==> config.mk <==
export PLATFORM = sky130hd
export DESIGN_NAME = ctl_csr_block
export DESIGN_NICKNAME = d
export VERILOG_FILES = /design/src/rtl/ctl_csr_pkg.sv /design/src/rtl/ctl_alias_unit.sv /design/src/rtl/ctl_reset_seq.sv /design/src/rtl/ctl_status_merge.sv /design/src/rtl/ctl_csr_block.sv
export SDC_FILE = /design/constraint.sdc
export NUM_CORES = 1
export LEC_CHECK = 0
export BUFFER_PORTS_ARGS = -buffer_cell sky130_fd_sc_hd__buf_4
export CAP_MARGIN = 20
export CORE_UTILIZATION = 30
export CTS_CLUSTER_DIAMETER = 150
export CTS_CLUSTER_SIZE = 14
export DETAILED_ROUTE_END_ITERATION = 8
export GPL_ROUTABILITY_DRIVEN = 0
export PLACE_DENSITY = 0.51
export SLEW_MARGIN = 20
export SYNTH_ARGS = -nofsm -noshare
export SYNTH_HDL_FRONTEND = slang
export SYNTH_SLANG_ARGS = --single-unit
==> constraint.sdc <==
create_clock -name clk -period 4.9 [get_ports clk]
set_input_delay 0.49 -clock clk [delete_from_list [all_inputs] [get_ports clk]]
set_output_delay 0.49 -clock clk [all_outputs]
set_load 0.005 [all_outputs]
==> src/rtl/ctl_csr_pkg.sv <==
package ctl_csr_pkg;

    localparam int unsigned WORD_W    = 32;
    localparam int unsigned NUM_SLOTS = 3;
    localparam int unsigned NUM_ERR   = 7;

    localparam int unsigned BIT_SRST  = 31;
    localparam int unsigned BIT_GATE  = 30;
    localparam int unsigned BIT_RUN   = 29;

    localparam int unsigned SLOT_CTRL = 0;
    localparam int unsigned SLOT_CFG  = 1;
    localparam int unsigned SLOT_STAT = 2;

    typedef enum logic [1:0] {
        ALIAS_WRITE = 2'd0,
        ALIAS_SET   = 2'd1,
        ALIAS_CLR   = 2'd2,
        ALIAS_NONE  = 2'd3
    } alias_op_e;

    // Packed order fixes the err_evt_i bit mapping (bit 0 = fifo_udf).
    typedef struct packed {
        logic resp_crc;
        logic resp_err;
        logic resp_to;
        logic data_crc;
        logic tmo;
        logic fifo_ovf;
        logic fifo_udf;
    } err_flags_t;

    typedef struct packed {
        logic fifo_full;
        logic fifo_empty;
        logic cmd_busy;
        logic data_busy;
    } live_flags_t;

    function automatic logic [WORD_W-1:0] alias_apply(
        input alias_op_e         op,
        input logic [WORD_W-1:0] cur,
        input logic [WORD_W-1:0] wd
    );
        case (op)
            ALIAS_WRITE: return wd;
            ALIAS_SET:   return cur | wd;
            ALIAS_CLR:   return cur & ~wd;
            default:     return cur;
        endcase
    endfunction

    function automatic logic [WORD_W-1:0] pack_status(
        input err_flags_t  e,
        input live_flags_t l,
        input logic        run
    );
        logic [WORD_W-1:0] s;
        s     = '0;
        s[16] = e.resp_crc;
        s[15] = e.resp_err;
        s[14] = e.resp_to;
        s[13] = e.data_crc;
        s[12] = e.tmo;
        s[9]  = e.fifo_ovf;
        s[8]  = l.fifo_full;
        s[5]  = l.fifo_empty;
        s[4]  = e.fifo_udf;
        s[3]  = l.cmd_busy;
        s[2]  = l.data_busy;
        s[0]  = run | l.cmd_busy | l.data_busy;
        return s;
    endfunction

endpackage

==> src/rtl/ctl_alias_unit.sv <==
module ctl_alias_unit
    import ctl_csr_pkg::*;
#(
    parameter int unsigned ADDR_W = 8
) (
    input  logic                 we_i,
    input  logic [ADDR_W-1:0]    addr_i,
    output logic [NUM_SLOTS-1:0] sel_o,
    output logic [NUM_SLOTS-1:0] wr_hit_o,
    output alias_op_e            op_o
);
    localparam int unsigned SLOT_W = ADDR_W - 4;

    logic aligned;

    assign aligned = (addr_i[1:0] == 2'b00);
    assign op_o    = alias_op_e'(addr_i[3:2]);

    for (genvar g = 0; g < NUM_SLOTS; g++) begin : g_slot
        assign sel_o[g]    = aligned && (addr_i[ADDR_W-1:4] == SLOT_W'(g));
        assign wr_hit_o[g] = we_i && sel_o[g] && (op_o != ALIAS_NONE);
    end

endmodule

==> src/rtl/ctl_reset_seq.sv <==
module ctl_reset_seq #(
    parameter int unsigned RST_CYCLES = 4
) (
    input  logic clk,
    input  logic rst,
    input  logic kick_i,
    output logic busy_o
);
    localparam int unsigned CNT_W = (RST_CYCLES > 1) ? $clog2(RST_CYCLES) : 1;

    logic [CNT_W-1:0] cnt_q;
    logic             busy_q;

    always_ff @(posedge clk) begin
        if (rst) begin
            busy_q <= 1'b0;
            cnt_q  <= '0;
        end else if (kick_i) begin
            busy_q <= 1'b1;
            cnt_q  <= CNT_W'(RST_CYCLES - 1);
        end else if (busy_q) begin
            if (cnt_q == '0) busy_q <= 1'b0;
            else             cnt_q  <= cnt_q - 1'b1;
        end
    end

    assign busy_o = busy_q;

endmodule

==> src/rtl/ctl_status_merge.sv <==
module ctl_status_merge
    import ctl_csr_pkg::*;
(
    input  logic              clk,
    input  logic              rst,
    input  logic              clear_i,
    input  err_flags_t        evt_i,
    input  live_flags_t       live_i,
    input  logic              run_i,
    output logic [WORD_W-1:0] status_o,
    output logic              err_any_o
);
    err_flags_t err_q;

    always_ff @(posedge clk) begin
        if (rst)          err_q <= '0;
        else if (clear_i) err_q <= '0;
        else              err_q <= err_q | evt_i;
    end

    assign status_o  = pack_status(err_q, live_i, run_i);
    assign err_any_o = |err_q;

endmodule

==> src/rtl/ctl_csr_block.sv <==
module ctl_csr_block
    import ctl_csr_pkg::*;
#(
    parameter int unsigned       ADDR_W     = 8,
    parameter int unsigned       RST_CYCLES = 4,
    parameter logic [WORD_W-1:0] CTRL_RST   = 32'h4000_0000,
    parameter logic [WORD_W-1:0] CFG_RST    = 32'h0000_FFFF
) (
    input  logic              clk,
    input  logic              rst,
    input  logic              bus_we_i,
    input  logic [ADDR_W-1:0] bus_addr_i,
    input  logic [31:0]       bus_wdata_i,
    output logic [31:0]       bus_rdata_o,
    input  logic              eng_done_i,
    output logic              eng_start_o,
    output logic              eng_abort_o,
    input  logic [6:0]        err_evt_i,
    input  logic              fifo_full_i,
    input  logic              fifo_empty_i,
    input  logic              cmd_busy_i,
    input  logic              data_busy_i,
    output logic [31:0]       ctrl_o,
    output logic [31:0]       cfg_o,
    output logic              err_any_o
);
    localparam logic [WORD_W-1:0] CTRL_DEF =
        CTRL_RST & ~((WORD_W'(1) << BIT_SRST) | (WORD_W'(1) << BIT_RUN));

    logic [NUM_SLOTS-1:0] sel, wr_hit;
    alias_op_e            op;
    logic [WORD_W-1:0]    ctrl_q, ctrl_cand, ctrl_next;
    logic [WORD_W-1:0]    cfg_q, cfg_next;
    logic [WORD_W-1:0]    status;
    logic                 gated, srst_busy, kick, run_next;
    logic                 start_d, abort_d, start_q, abort_q;
    live_flags_t          live;

    ctl_alias_unit #(.ADDR_W(ADDR_W)) u_alias (
        .we_i     (bus_we_i),
        .addr_i   (bus_addr_i),
        .sel_o    (sel),
        .wr_hit_o (wr_hit),
        .op_o     (op)
    );

    ctl_reset_seq #(.RST_CYCLES(RST_CYCLES)) u_rst (
        .clk    (clk),
        .rst    (rst),
        .kick_i (kick),
        .busy_o (srst_busy)
    );

    assign gated     = ctrl_q[BIT_GATE];
    assign ctrl_cand = alias_apply(op, ctrl_q, bus_wdata_i);

    always_comb begin
        ctrl_next = ctrl_q;
        kick      = 1'b0;
        if (wr_hit[SLOT_CTRL] && !srst_busy) begin
            if (gated) begin
                if (!ctrl_cand[BIT_GATE]) ctrl_next[BIT_GATE] = 1'b0;
            end else begin
                ctrl_next = ctrl_cand;
                kick      = ctrl_cand[BIT_SRST];
            end
        end
        ctrl_next[BIT_SRST] = 1'b0;
        run_next = ctrl_next[BIT_RUN] & ~(eng_done_i & ctrl_q[BIT_RUN]);
        if (kick || srst_busy) begin
            ctrl_next = CTRL_DEF;
            run_next  = 1'b0;
        end
        ctrl_next[BIT_RUN] = run_next;
    end

    always_comb begin
        cfg_next = cfg_q;
        if (wr_hit[SLOT_CFG] && !gated && !srst_busy)
            cfg_next = alias_apply(op, cfg_q, bus_wdata_i);
        if (kick || srst_busy)
            cfg_next = CFG_RST;
    end

    assign start_d = run_next & ~ctrl_q[BIT_RUN];
    assign abort_d = ctrl_q[BIT_RUN] & ~run_next & ~eng_done_i;

    always_ff @(posedge clk) begin
        if (rst) begin
            ctrl_q  <= CTRL_DEF;
            cfg_q   <= CFG_RST;
            start_q <= 1'b0;
            abort_q <= 1'b0;
        end else begin
            ctrl_q  <= ctrl_next;
            cfg_q   <= cfg_next;
            start_q <= start_d;
            abort_q <= abort_d;
        end
    end

    assign live = '{fifo_full: fifo_full_i, fifo_empty: fifo_empty_i,
                    cmd_busy: cmd_busy_i, data_busy: data_busy_i};

    ctl_status_merge u_stat (
        .clk       (clk),
        .rst       (rst),
        .clear_i   (kick | srst_busy | start_d),
        .evt_i     (err_flags_t'(err_evt_i)),
        .live_i    (live),
        .run_i     (ctrl_q[BIT_RUN]),
        .status_o  (status),
        .err_any_o (err_any_o)
    );

    always_comb begin
        ctrl_o           = ctrl_q;
        ctrl_o[BIT_SRST] = srst_busy;
    end

    always_comb begin
        if (sel[SLOT_CTRL])      bus_rdata_o = ctrl_o;
        else if (sel[SLOT_CFG])  bus_rdata_o = cfg_q;
        else if (sel[SLOT_STAT]) bus_rdata_o = status;
        else                     bus_rdata_o = '0;
    end

    assign cfg_o       = cfg_q;
    assign eng_start_o = start_q;
    assign eng_abort_o = abort_q;

endmodule

Yosys cells after proc, flatten, opt, wreduce, memory -nomap -nowiden. Index checks and enable logic that the tools add are counted.

Add/subtract/negate cells: 1. Eq/ne operators: 6. Mux-type cells: 18. Bitwise operators: 20. Reduce and logical (&&, ||, !) cells: 25.

Operator list (count): one-hot mux 32 bit (3 select lines) (2); two-way mux 32 bit (2); two-way mux 30 bit (2); bitwise AND 31 x 32 -> 32 bit (1); bitwise AND 32 bit (1); inverter 32 bit (1); bitwise OR 31 x 32 -> 32 bit (1); bitwise OR 32 bit (1); two-way mux 17 bit (1); logical AND 1 bit (10); two-way mux 1 bit (8); bitwise OR 7 bit (1); OR reduction 7 bit (1); logical NOT 2 bit (3); two-way mux 2 bit (3); bitwise AND 1 bit (5); inverter 1 bit (5); equality test 4 x 1 -> 1 bit, second input constant (1); equality test 4 x 2 -> 1 bit, second input constant (1); logical NOT 4 bit (1); != test 2 bit, second input constant (2); bitwise OR 1 bit (4); AND reduction 2 bit (2); OR reduction 2 bit (2); 8 further kinds (9).

Flip-flop bits (word level): 75. Input bits: 55. Output and inout port bits: 99. Logic and storage cells: 85.

Depth between registers and ports, before layout. Gate-level depths: netlist of run 1.

Depth after elaboration: 11. Depth in mapped cells: 9. Depth with buffers taken out: 6.

By module. Synthesis of run 1 repeated with hierarchy kept, for this count alone.

Cells, all modules: 566. Area, all modules: 4360.4 µm².

By module, submodules not included: ctl_csr_block (instances 1, cells an instance 496, area an instance 3721.1 µm², sequential area each 1301.2 µm²); ctl_status_merge (instances 1, cells an instance 44, area an instance 409.1 µm², sequential area each 140.1 µm²); ctl_reset_seq (instances 1, cells an instance 14, area an instance 143.9 µm², sequential area each 60.1 µm²); ctl_alias_unit (instances 1, cells an instance 12, area an instance 86.3 µm², sequential area each 0.0 µm²).

Worst setup path before layout of run 1. OpenSTA, ideal clock, no wires.

Path type: input port to output port. Start: input bus_addr_i[1]. End: output bus_rdata_o[3]. Arrival: 1.911 ns. Required time: 4.410 ns. Slack: 2.499 ns. Stages on the path: 6. Path buffers: 2. Cells stage by stage: or4_4 buf_6 nor3b_1 clkbuf_1 a222oi_1 inv_1.

Longest elaborated chain between the ends: 5. Elaborated cells on any way between the ends: 7. Classes of those cells: mux: 3; reduce/logical: 4.

RTL lines: start, declared (RTL line ctl_csr_block.sv:12) `input logic [ADDR_W-1:0] bus_addr_i,`; logical NOT 2 bit (*) (RTL line ctl_alias_unit.sv:16) `assign aligned = (addr_i[1:0] == 2'b00);`; logical AND 1 bit (RTL line ctl_alias_unit.sv:20) `assign sel_o[g] = aligned && (addr_i[ADDR_W-1:4] == SLOT_W'(g));`; two-way mux 17 bit (RTL line ctl_csr_block.sv:124) `else if (sel[SLOT_STAT]) bus_rdata_o = status;`; two-way mux 32 bit (RTL line ctl_csr_block.sv:123) `else if (sel[SLOT_CFG]) bus_rdata_o = cfg_q;`; two-way mux 32 bit (*) (RTL line ctl_csr_block.sv:122) `if (sel[SLOT_CTRL]) bus_rdata_o = ctrl_o;`; end, declared (RTL line ctl_csr_block.sv:14) `output logic [31:0] bus_rdata_o,`.

Mark *: on every way between the ends. The rest lies on a longest branch, timed or not.

Final worst setup path of run 1.
Start: input bus_addr_i[2]. End: register ctrl_q[9].

Longest elaborated chain between the ends: 6. Elaborated cells on any way between the ends: 13. Classes of those cells: eq/ne: 3; mux: 3; reduce/logical: 7.

RTL lines: equality test 2 bit, or another cell as far along (RTL line ctl_csr_pkg.sv:45) `case (op)`; one-hot mux 32 bit (3 select lines) / logical AND 1 bit (equally long branches) (RTL line ctl_csr_pkg.sv:45, ctl_alias_unit.sv:21); two-way mux 1 bit / logical AND 1 bit (equally long branches) (RTL line ctl_csr_block.sv:61, ctl_csr_block.sv:60); two-way mux 1 bit (RTL line ctl_csr_block.sv:60) `if (wr_hit[SLOT_CTRL] && !srst_busy) begin`; logical OR 1 bit (RTL line ctl_csr_block.sv:70) `if (kick || srst_busy) begin`; OR reduction 2 bit (no source line); end signal, assigned (RTL line ctl_csr_block.sv:95) `ctrl_q <= ctrl_next;`; end, declared (RTL line ctl_csr_block.sv:32) `logic [WORD_W-1:0] ctrl_q, ctrl_cand, ctrl_next;`.

Parallel ways exist; a longest one is shown, timed or not. A chain may end at the register's enable or synchronous reset.

==> impl_metrics.env, run 1 <==
export IMPL_synth_edf_count=0
export IMPL_rows=42
export IMPL_fin_skew_ns=0.00687
export IMPL_ys_async_sr_fraction=0
export IMPL_synth_seq_area_share=0.356
export IMPL_drt_iter0_drc=258
export IMPL_ys_warn_count=0
export IMPL_clock_sinks=75
export IMPL_cts_buffers=9
export IMPL_maxSlewViolCount=0
export IMPL_critPathMaxFanout=37
export IMPL_cts_root_buf="clkbuf_16"
export IMPL_max_freq_mhz=305
export IMPL_cp_common_cell="buf_4"
export IMPL_max_cap_violations=0
export IMPL_fin_cells=816
export IMPL_layout_drive_gt1_share=0.297
export IMPL_antenna_found_initial=0
export IMPL_wl_per_cell_um=17.7
export IMPL_grt_max_degree=59
export IMPL_die_h_um=121
export IMPL_syn_area_mm2=0.00421
export IMPL_clk_pin_slew_ns=0.06
export IMPL_ir_drop_uv=181
export IMPL_start_kind="input port"
export IMPL_hold_ws_ns=0.345
export IMPL_synth_top_cell_area_share=0.356
export IMPL_multi_input_area_mm2=0.00243
export IMPL_routed_via_density=5.37
export IMPL_die_w_um=121
export IMPL_ctsHtreeMaxLevel=3
export IMPL_drcViolationCount=0
export IMPL_required_ns=5.10
export IMPL_fin_util=0.422
export IMPL_crit_path_top_delay_cell="or2_2"
export IMPL_nFillCells=1389
export IMPL_start_util=0.313
export IMPL_min_period_over_period=0.668
export IMPL_wirelength_um=14500
export IMPL_ios=154
export IMPL_grt_pass1_vias=4162
export IMPL_syn_num_nets=578
export IMPL_seq_area_mm2=0.00150
export IMPL_die_area_mm2=0.0145
export IMPL_fin_tns_setup_ns=0
export IMPL_final_common_cell="buf_4"
export IMPL_setup_viol=0
export IMPL_grt_usage=0.198
export IMPL_path_delay_family="simple AND/OR/NAND/NOR gates"
export IMPL_clock_latency_ns=0.34
export IMPL_status="finished clean"
export IMPL_netlist_instances=518
export IMPL_cts_post_setup_buffers_inserted=0
export IMPL_path_class="in -> reg"
export IMPL_layout_common_cells="buf_4, dfxtp_1, a21oi_1"
export IMPL_p_leak_nw=2.28
export IMPL_num_nets_final=696
export IMPL_synth_seq_cells=75
export IMPL_tightest_slew_ns=1.08
export IMPL_gr_total_overflow=0
export IMPL_worst_path_buf_inv=2
export IMPL_core_area_mm2=0.0135
export IMPL_hold_path_class="in -> reg"
export IMPL_dp_hpwl_um=9890
export IMPL_cp_arrival_ns=3.48
export IMPL_grt_pass1_wl_um=22400
export IMPL_clockBufferDepth=2
export IMPL_cts_resized=0
export IMPL_synth_area_leaders="dfxtp_1, a21oi_1, o21ai_0, a211oi_1, a21o_1"
export IMPL_p_per_area_mw_per_mm2=245
export IMPL_diodes=0
export IMPL_path_cells="buf_4, ha_1, or4b_1, o41ai_1, or2_2, buf_4, nor3_1"
export IMPL_slowest_delay_ns=0.72
export IMPL_synthFlopType="dfxtp_1"
export IMPL_cts_tree="yes"
export IMPL_port_buffers=153
export IMPL_maxSlewHeadroom=0.272
export IMPL_drtPass1Iterations=5
export IMPL_synth_largest_area_cell="dfxtp_1"
export IMPL_hold_buffers=0
export IMPL_postRouteAntennaNets=0
export IMPL_hold_violations=0
export IMPL_ys_types=50
export IMPL_synth_area_per_cell_um2=8.14
export IMPL_cp_end_kind="register"
export IMPL_vias=4378
export IMPL_rsz0062_at_grt="false"
export IMPL_syn_to_final_growth_pct=34.6
export IMPL_min_period_ns=3.27
export IMPL_dp_cells=801
-- where the power goes --
part | switching, mW | total, mW | internal (mW)
clock | 0.266 | 0.607 | 0.341
sequential | 0.00489 | 0.619 | 0.614
combinational | 0.0942 | 0.164 | 0.0698
-- sequential cells by signal, summed over array words and instances, names as in the netlist --
| register | cells |
|---|---|
| eng_start_o | 1 |
| cfg_o | 32 |
| u_stat.status_o | 7 |
| u_rst.busy_o | 1 |
| ctrl_q | 31 |
| eng_abort_o | 1 |
| u_rst.cnt_q | 2 |
-- synth_stat cells, types with 13 or more instances --
master	n
nor2_1	16
nor3_1	15
nor2b_1	21
o21ai_0	44
a21o_1	23
nor3b_1	13
nand3_1	14
o21a_1	19
dfxtp_1	75
a21oi_1	49
inv_1	18
nand2b_1	15
nand2_1	35
a22o_1	19
a211oi_1	27
clkbuf_1	35
-- path summary, 6_finish.rpt --
| path | from | end | slack [ns] | cells after the start |
|---|---|---|---|---|
| worst max-delay path | bus_addr_i[2] | ctrl_q[9] | 1.63 | 7 |
| worst min-delay path | err_evt_i[6] | u_stat.status_o[16] | 0.35 | 2 |
| worst max register to register | ctrl_q[30] | ctrl_q[9] | 1.89 | 5 |
| worst min register to register | u_stat.status_o[13] | u_stat.status_o[13] | 0.49 | 1 |
-- stage by stage --
step	cell area [um2]	power, mW	worst slack (ns)
after floorplan	4210	0.719	2.50
after global placement	5400	0.794	1.44
after detailed placement	5400	0.796	1.36
after CTS	5670	1.40	1.70
after global routing	5670	1.44	1.41
final	5670	1.39	1.63
-- cells by family (layout without fill, tap and decap cells) --
family,count (synthesis),count (layout),synth area share
AO/OA/AOI/OAI,218,218,0.351
AND/OR/NAND/NOR,148,148,0.195
flip-flops,75,75,0.356
buffers and inverters,69,191,0.0754
adder cells (fa/ha/maj),5,5,0.0148
multiplexers,2,2,0.00505
XOR/XNOR,1,1,0.00208
-- cell type report --
class                   count  area share
clock inverters             6     0.00750
inverters                  18      0.0119
repair buffers            158       0.209
clock buffers               9      0.0397
multi-input cells         374       0.428
flip-flops and latches     75       0.265
well taps                 176      0.0388
-- metal layers --
layer,GRT usage,part of all wire
met3,0.0358,0.061
met2,0.334,0.47
met5,0,0
met4,0.0694,0.014
met1,0.251,0.46
No activity file was read; power rests on OpenSTA's default activity.
==> run 2, diff against run 1 <==
--- a/config.mk
+++ b/config.mk
@@ -5,6 +5,7 @@
 export SDC_FILE = /design/constraint.sdc
 export NUM_CORES = 1
 export LEC_CHECK = 0
+export ABC_AREA = 1
 export BUFFER_PORTS_ARGS = -buffer_cell sky130_fd_sc_hd__buf_4
 export CAP_MARGIN = 20
 export CORE_UTILIZATION = 30
@@ -12,7 +13,7 @@
 export CTS_CLUSTER_SIZE = 14
 export DETAILED_ROUTE_END_ITERATION = 8
 export GPL_ROUTABILITY_DRIVEN = 0
-export PLACE_DENSITY = 0.51
+export PLACE_DENSITY = 0.52
 export SLEW_MARGIN = 20
 export SYNTH_ARGS = -nofsm -noshare
 export SYNTH_HDL_FRONTEND = slang
==> constraint.sdc (replaced) <==
create_clock -name clk -period 2.65 [get_ports clk]
set_input_delay 0.265 -clock clk [delete_from_list [all_inputs] [get_ports clk]]
set_output_delay 0.265 -clock clk [all_outputs]
set_load 0.005 [all_outputs]
==> impl_metrics.env, run 2 <==
export IMPL_synth_area_per_cell_um2=6.81
export IMPL_die_area_mm2=0.0152
export IMPL_dp_cells=958
export IMPL_drtPass1Iterations=5
export IMPL_die_w_um=123
export IMPL_seq_area_mm2=0.00150
export IMPL_synth_compound_area_frac=0.265
export IMPL_status="finished clean"
export IMPL_cts_post_setup_buffers_inserted=0
export IMPL_crit_path_top_delay_cell="nand3_2"
export IMPL_grt_usage=0.198
export IMPL_layout_drive_gt1_share=0.283
export IMPL_synth_largest_area_cell="dfxtp_1"
export IMPL_clockBufferDepth=2
export IMPL_start_kind="input port"
export IMPL_hold_path_class="in -> reg"
export IMPL_maxSlewViolCount=0
export IMPL_nFillCells=1485
export IMPL_cts_buffers=9
export IMPL_synth_seq_area_share=0.340
export IMPL_min_period_ns=2.04
export IMPL_min_period_over_period=0.770
export IMPL_num_nets_final=845
export IMPL_grt_pass1_vias=4475
export IMPL_p_per_area_mw_per_mm2=434
export IMPL_drt_iter0_drc=288
export IMPL_drcViolationCount=0
export IMPL_netlist_instances=649
export IMPL_drt_met1_wl_um=6820
export IMPL_cp_arrival_ns=1.78
export IMPL_antenna_found_initial=0
export IMPL_hold_ws_ns=0.149
export IMPL_cts_tree="yes"
export IMPL_yosys_area_share_simple=0.255
export IMPL_vias=4845
export IMPL_synthMostInstantiatedCell="nand2_1"
export IMPL_hold_violations=0
export IMPL_routed_via_density=4.98
export IMPL_ys_warn_count=0
export IMPL_port_buffers=153
export IMPL_wl_met3_um=751
export IMPL_pwr_share_seq=0.441
export IMPL_rows=44
export IMPL_synth_seq_cells=75
export IMPL_die_h_um=123
export IMPL_cp_common_cell="buf_4"
export IMPL_fin_skew_ns=0.00192
export IMPL_layout_common_cells="buf_4, nand2_1, a21oi_1"
export IMPL_start_util=0.305
export IMPL_cts_resized=0
export IMPL_grt_pass1_wl_um=23000
export IMPL_critPathMaxFanout=17
export IMPL_p_comb_frac=0.127
export IMPL_cts_root_buf="clkbuf_16"
export IMPL_p_clk_frac=0.432
export IMPL_ios=154
export IMPL_p_leak_nw=2.64
export IMPL_slowest_delay_ns=0.40
export IMPL_routed_top_layer="met4"
export IMPL_grt_max_degree=57
export IMPL_syn_area_mm2=0.00442
export IMPL_post_place_ws_ns=0.508
export IMPL_dr_wl_met2_um=7100
export IMPL_gr_total_overflow=0
export IMPL_largest_register_ffs=32
export IMPL_maxSlewHeadroom=0.613
export IMPL_wl_per_cell_um=15.4
export IMPL_synth_mux_area_frac=0
export IMPL_fin_cells=973
export IMPL_rsz0062_at_grt="false"
export IMPL_fin_tns_setup_ns=0
export IMPL_postRouteAntennaNets=0
export IMPL_path_cells="buf_4, nor2_4, nand3_2, buf_4, o221ai_1, buf_4"
export IMPL_synth_area_leaders="dfxtp_1, a21oi_1, o21ai_0, nand2_1, inv_1"
export IMPL_synthFlopType="dfxtp_1"
export IMPL_max_freq_mhz=490
export IMPL_setup_slack_ns=0.609
export IMPL_dp_hpwl_um=10500
export IMPL_synth_top_cells_by_count="nand2_1, a21oi_1, o21ai_0, inv_1, dfxtp_1"
export IMPL_hold_buffers=0
export IMPL_max_cap_violations=0
export IMPL_clock_sinks=75
export IMPL_path_class="in -> out"
export IMPL_core_area_mm2=0.0145
export IMPL_tightest_slew_ns=0.581
export IMPL_syn_num_nets=709
export IMPL_clk_pin_slew_ns=0.06
export IMPL_setup_viol=0
export IMPL_clock_latency_ns=0.34
export IMPL_ctsHtreeMaxLevel=3
export IMPL_internal_power_mw=1.91
export IMPL_p_switching_mw=0.678
export IMPL_wirelength_um=15000
export IMPL_synthAdderAreaFrac=0.0141
export IMPL_ir_drop_uv=276
export IMPL_diodes=0
export IMPL_cp_end_kind="output port"
export IMPL_synth_edf_count=0
export IMPL_final_common_cell="buf_4"
export IMPL_ys_async_sr_fraction=0
export IMPL_switching_share=0.262
export IMPL_syn_to_final_growth_pct=34.9
export IMPL_synth_top_cell_area_share=0.340
export IMPL_synth_top_family_by_area="compound AO/OA/AOI/OAI gates"
export IMPL_synth_xor_area_share=0.00198
export IMPL_ys_types=33
export IMPL_multi_input_area_mm2=0.00237
export IMPL_required_ns=2.38
## run 2: cells by family after synthesis
family / count (synthesis)
simple gates: 229
compound gates: 215
buf+inv: 124
flops: 75
fa+ha+maj: 5
xor+xnor: 1
## run 2: critical path: cells and delay by family
kind            cells  cell delay [ns]
buf+inv             3             0.67
simple gates        2             0.54
compound gates      1             0.29
## run 2: final timing paths
check / from / end / slack (ns) / cells after the start
worst max-delay path: bus_addr_i[1] / bus_rdata_o[13] / 0.61 / 6
worst max register to register: u_rst.busy_o / cfg_o[18] / 0.95 / 6
worst min-delay path: err_evt_i[6] / u_stat.status_o[16] / 0.15 / 3
worst min register to register: u_stat.status_o[4] / u_stat.status_o[4] / 0.48 / 2
## run 2: through the flow
| step | utilization | total power [mW] | area [um2] |
|---|---|---|---|
| floorplan | - | 1.35 | 4420 |
| detailed placement | 0.394 | 1.49 | 5710 |
| CTS | 0.412 | 2.62 | 5970 |
| global route | 0.412 | 2.70 | 5970 |
| global placement | 0.394 | 1.49 | 5710 |
| finish | 0.412 | 2.59 | 5970 |
## run 2: routing by layer
metal  vias to the layer above  GRT usage
li1                       2418          -
met4                         0     0.0783
met1                      2245      0.254
met3                        21     0.0314
met5                         -          0
met2                       161      0.330
## run 2: power groups by stage
stage               combinational, mW  sequential [mW]  clock [mW]
finish                          0.328             1.14        1.12
CTS                             0.329             1.14        1.15
global placement                0.323             1.17           0
floorplan                       0.182             1.16           0
detailed placement              0.327             1.17           0
global route                    0.366             1.14        1.19
## run 2: layout make-up
class	count	share of cell area
multi-input cells	450	0.397
flip-flops and latches	75	0.252
repair buffers	167	0.216
inverters	82	0.0524
clock buffers	12	0.0413
well taps	184	0.0386
clock inverters	3	0.00252
==> run 3, diff against run 2 <==
--- a/config.mk
+++ b/config.mk
@@ -5,7 +5,7 @@
 export SDC_FILE = /design/constraint.sdc
 export NUM_CORES = 1
 export LEC_CHECK = 0
-export ABC_AREA = 1
+export ABC_AREA = 0
 export BUFFER_PORTS_ARGS = -buffer_cell sky130_fd_sc_hd__buf_4
 export CAP_MARGIN = 20
 export CORE_UTILIZATION = 30
@@ -13,7 +13,7 @@
 export CTS_CLUSTER_SIZE = 14
 export DETAILED_ROUTE_END_ITERATION = 8
 export GPL_ROUTABILITY_DRIVEN = 0
-export PLACE_DENSITY = 0.52
+export PLACE_DENSITY = 0.53
 export SLEW_MARGIN = 20
 export SYNTH_ARGS = -nofsm -noshare
 export SYNTH_HDL_FRONTEND = slang
==> constraint.sdc (replaced) <==
create_clock -name clk -period 1.8 [get_ports clk]
set_input_delay 0.18 -clock clk [delete_from_list [all_inputs] [get_ports clk]]
set_output_delay 0.18 -clock clk [all_outputs]
set_load 0.005 [all_outputs]
==> impl_metrics.env, run 3 (synthesis gave the netlist of run 1 again) <==
export IMPL_fin_cells=877
export IMPL_wirelength_um=16600
export IMPL_clk_pin_slew_ns=0.05
export IMPL_critPathMaxFanout=5
export IMPL_port_buffers=153
export IMPL_num_nets_final=758
export IMPL_hold_start="err_evt_i[6]"
export IMPL_min_period_ns=1.90
export IMPL_syn_to_final_growth_pct=60.0
export IMPL_routed_top_layer="met4"
export IMPL_wl_met3_um=961
export IMPL_clock_latency_ns=0.35
export IMPL_drt_met1_wl_um=7540
export IMPL_min_period_over_period=1.05
export IMPL_core_area_mm2=0.0135
export IMPL_start_util=0.313
export IMPL_ctsHtreeMaxLevel=3
export IMPL_die_h_um=121
export IMPL_cp_arrival_ns=1.72
export IMPL_max_freq_mhz=528
export IMPL_vias=4765
export IMPL_violations="setup timing"
export IMPL_fin_util=0.501
export IMPL_drcViolationCount=0
export IMPL_rows=42
export IMPL_grt_usage=0.221
export IMPL_cts_root_buf="clkbuf_16"
export IMPL_cp_end_kind="output port"
export IMPL_p_total_mw=4.10
export IMPL_ios=154
export IMPL_die_w_um=121
export IMPL_grt_pass1_wl_um=24800
export IMPL_clock_sinks=75
export IMPL_p_leak_nw=2.76
export IMPL_cts_tree="yes"
export IMPL_layout_common_cells="buf_4, dfxtp_1, o21ai_0"
export IMPL_nFillCells=1331
export IMPL_reg2reg_from="u_rst.busy_o"
export IMPL_largest_register_ffs=32
export IMPL_fin_tns_setup_ns=-4.25
export IMPL_start_kind="input port"
export IMPL_p_per_area_mw_per_mm2=609
export IMPL_wl_per_cell_um=19.0
export IMPL_hold_path_class="in -> reg"
export IMPL_post_place_ws_ns=-0.244
export IMPL_required_ns=1.62
export IMPL_dp_cells=836
export IMPL_setup_slack_ns=-0.0950
export IMPL_diodes=0
export IMPL_postRouteAntennaNets=0
export IMPL_final_area_mm2=0.00674
export IMPL_ir_drop_uv=316
export IMPL_placed_cell_area_mm2=0.00587
export IMPL_dr_wl_met2_um=7790
export IMPL_maxSlewHeadroom=0.636
export IMPL_fin_skew_ns=0.00464
export IMPL_grt_max_degree=34
export IMPL_setup_viol=90
export IMPL_path_class="in -> out"
export IMPL_grt_pass1_vias=4646
export IMPL_rsz0062_at_grt="true"
export IMPL_layout_drive_gt1_share=0.409
export IMPL_hold_ws_ns=0.0407
export IMPL_startpoint="bus_addr_i[6]"
export IMPL_clockBufferDepth=2
export IMPL_antenna_found_initial=0
export IMPL_gr_total_overflow=0
export IMPL_tightest_slew_ns=0.544
export IMPL_drt_iter0_drc=330
export IMPL_die_area_mm2=0.0145
export IMPL_cts_buffers=9
export IMPL_hold_violations=0
export IMPL_status="complete, but fails checks"
export IMPL_routed_via_density=5.43
export IMPL_max_cap_violations=0
export IMPL_drtPass1Iterations=6
export IMPL_final_common_cell="buf_4"
export IMPL_maxSlewViolCount=0
export IMPL_dp_hpwl_um=10700
-- run 3: cell types whose count changed in the layout (fill, tap and decap cells not counted), sizes merged, moves of 21 or more --
| cell | change |
|---|---|
| nand2 | -78 |
| o21ai | -48 |
| a21o | +23 |
| a21oi | -45 |
| nor2 | -50 |
| buf | +49 |
| inv | -64 |
| nor2b | +21 |
| a211oi | +27 |
-- run 3: critical path, stage by stage --
cell and delay [ns]:
buf_6 0.09, or4_4 0.57, buf_6 0.15, nor2_4 0.13, buf_6 0.12, buf_12 0.10, clkbuf_16 0.13, a22o_1 0.13
buf_4 0.10
-- run 3: per-layer routing --
metal,vias to the layer above,global-route usage
met3,29,0.0481
met5,-,0
met2,166,0.370
met1,2307,0.275
met4,0,0.0849
li1,2263,-
-- run 3: area by class of cell --
| class | count | area (um2) | share of cell area |
|---|---|---|---|
| clock inverter | 2 | 37.5 | 0.00557 |
| inverter | 18 | 67.6 | 0.0100 |
| clock buffer | 12 | 246 | 0.0366 |
| multi-input combinational | 374 | 2620 | 0.389 |
| timing repair buffer | 220 | 2050 | 0.303 |
| sequential | 75 | 1500 | 0.223 |
| tap | 176 | 220 | 0.0327 |
-- run 3: timing repair --
action,in CTS,in global routing
buffers inserted,8,9
pin swaps,15,27
setup endpoints to repair,95,95
gates resized for setup,31,13
hold buffers,0,0
gates cloned,6,4
-- run 3: worst paths after layout --
kind	end	slack, ns	depth (start not counted)
worst max-delay path	bus_rdata_o[24]	-0.1	9
worst min-delay path	u_stat.status_o[16]	0.04	2
worst max register to register	ctrl_q[30]	-0.08	6
worst min register to register	u_stat.status_o[14]	0.48	1
-- run 3: power by group --
part	leakage, nW	internal, mW	total, mW	switching [mW]
Clock	0.135	1.10	1.82	0.723
Combinational	2.02	0.288	0.598	0.311
Sequential	0.607	1.67	1.68	0.0129
Total	2.76	3.06	4.10	1.05
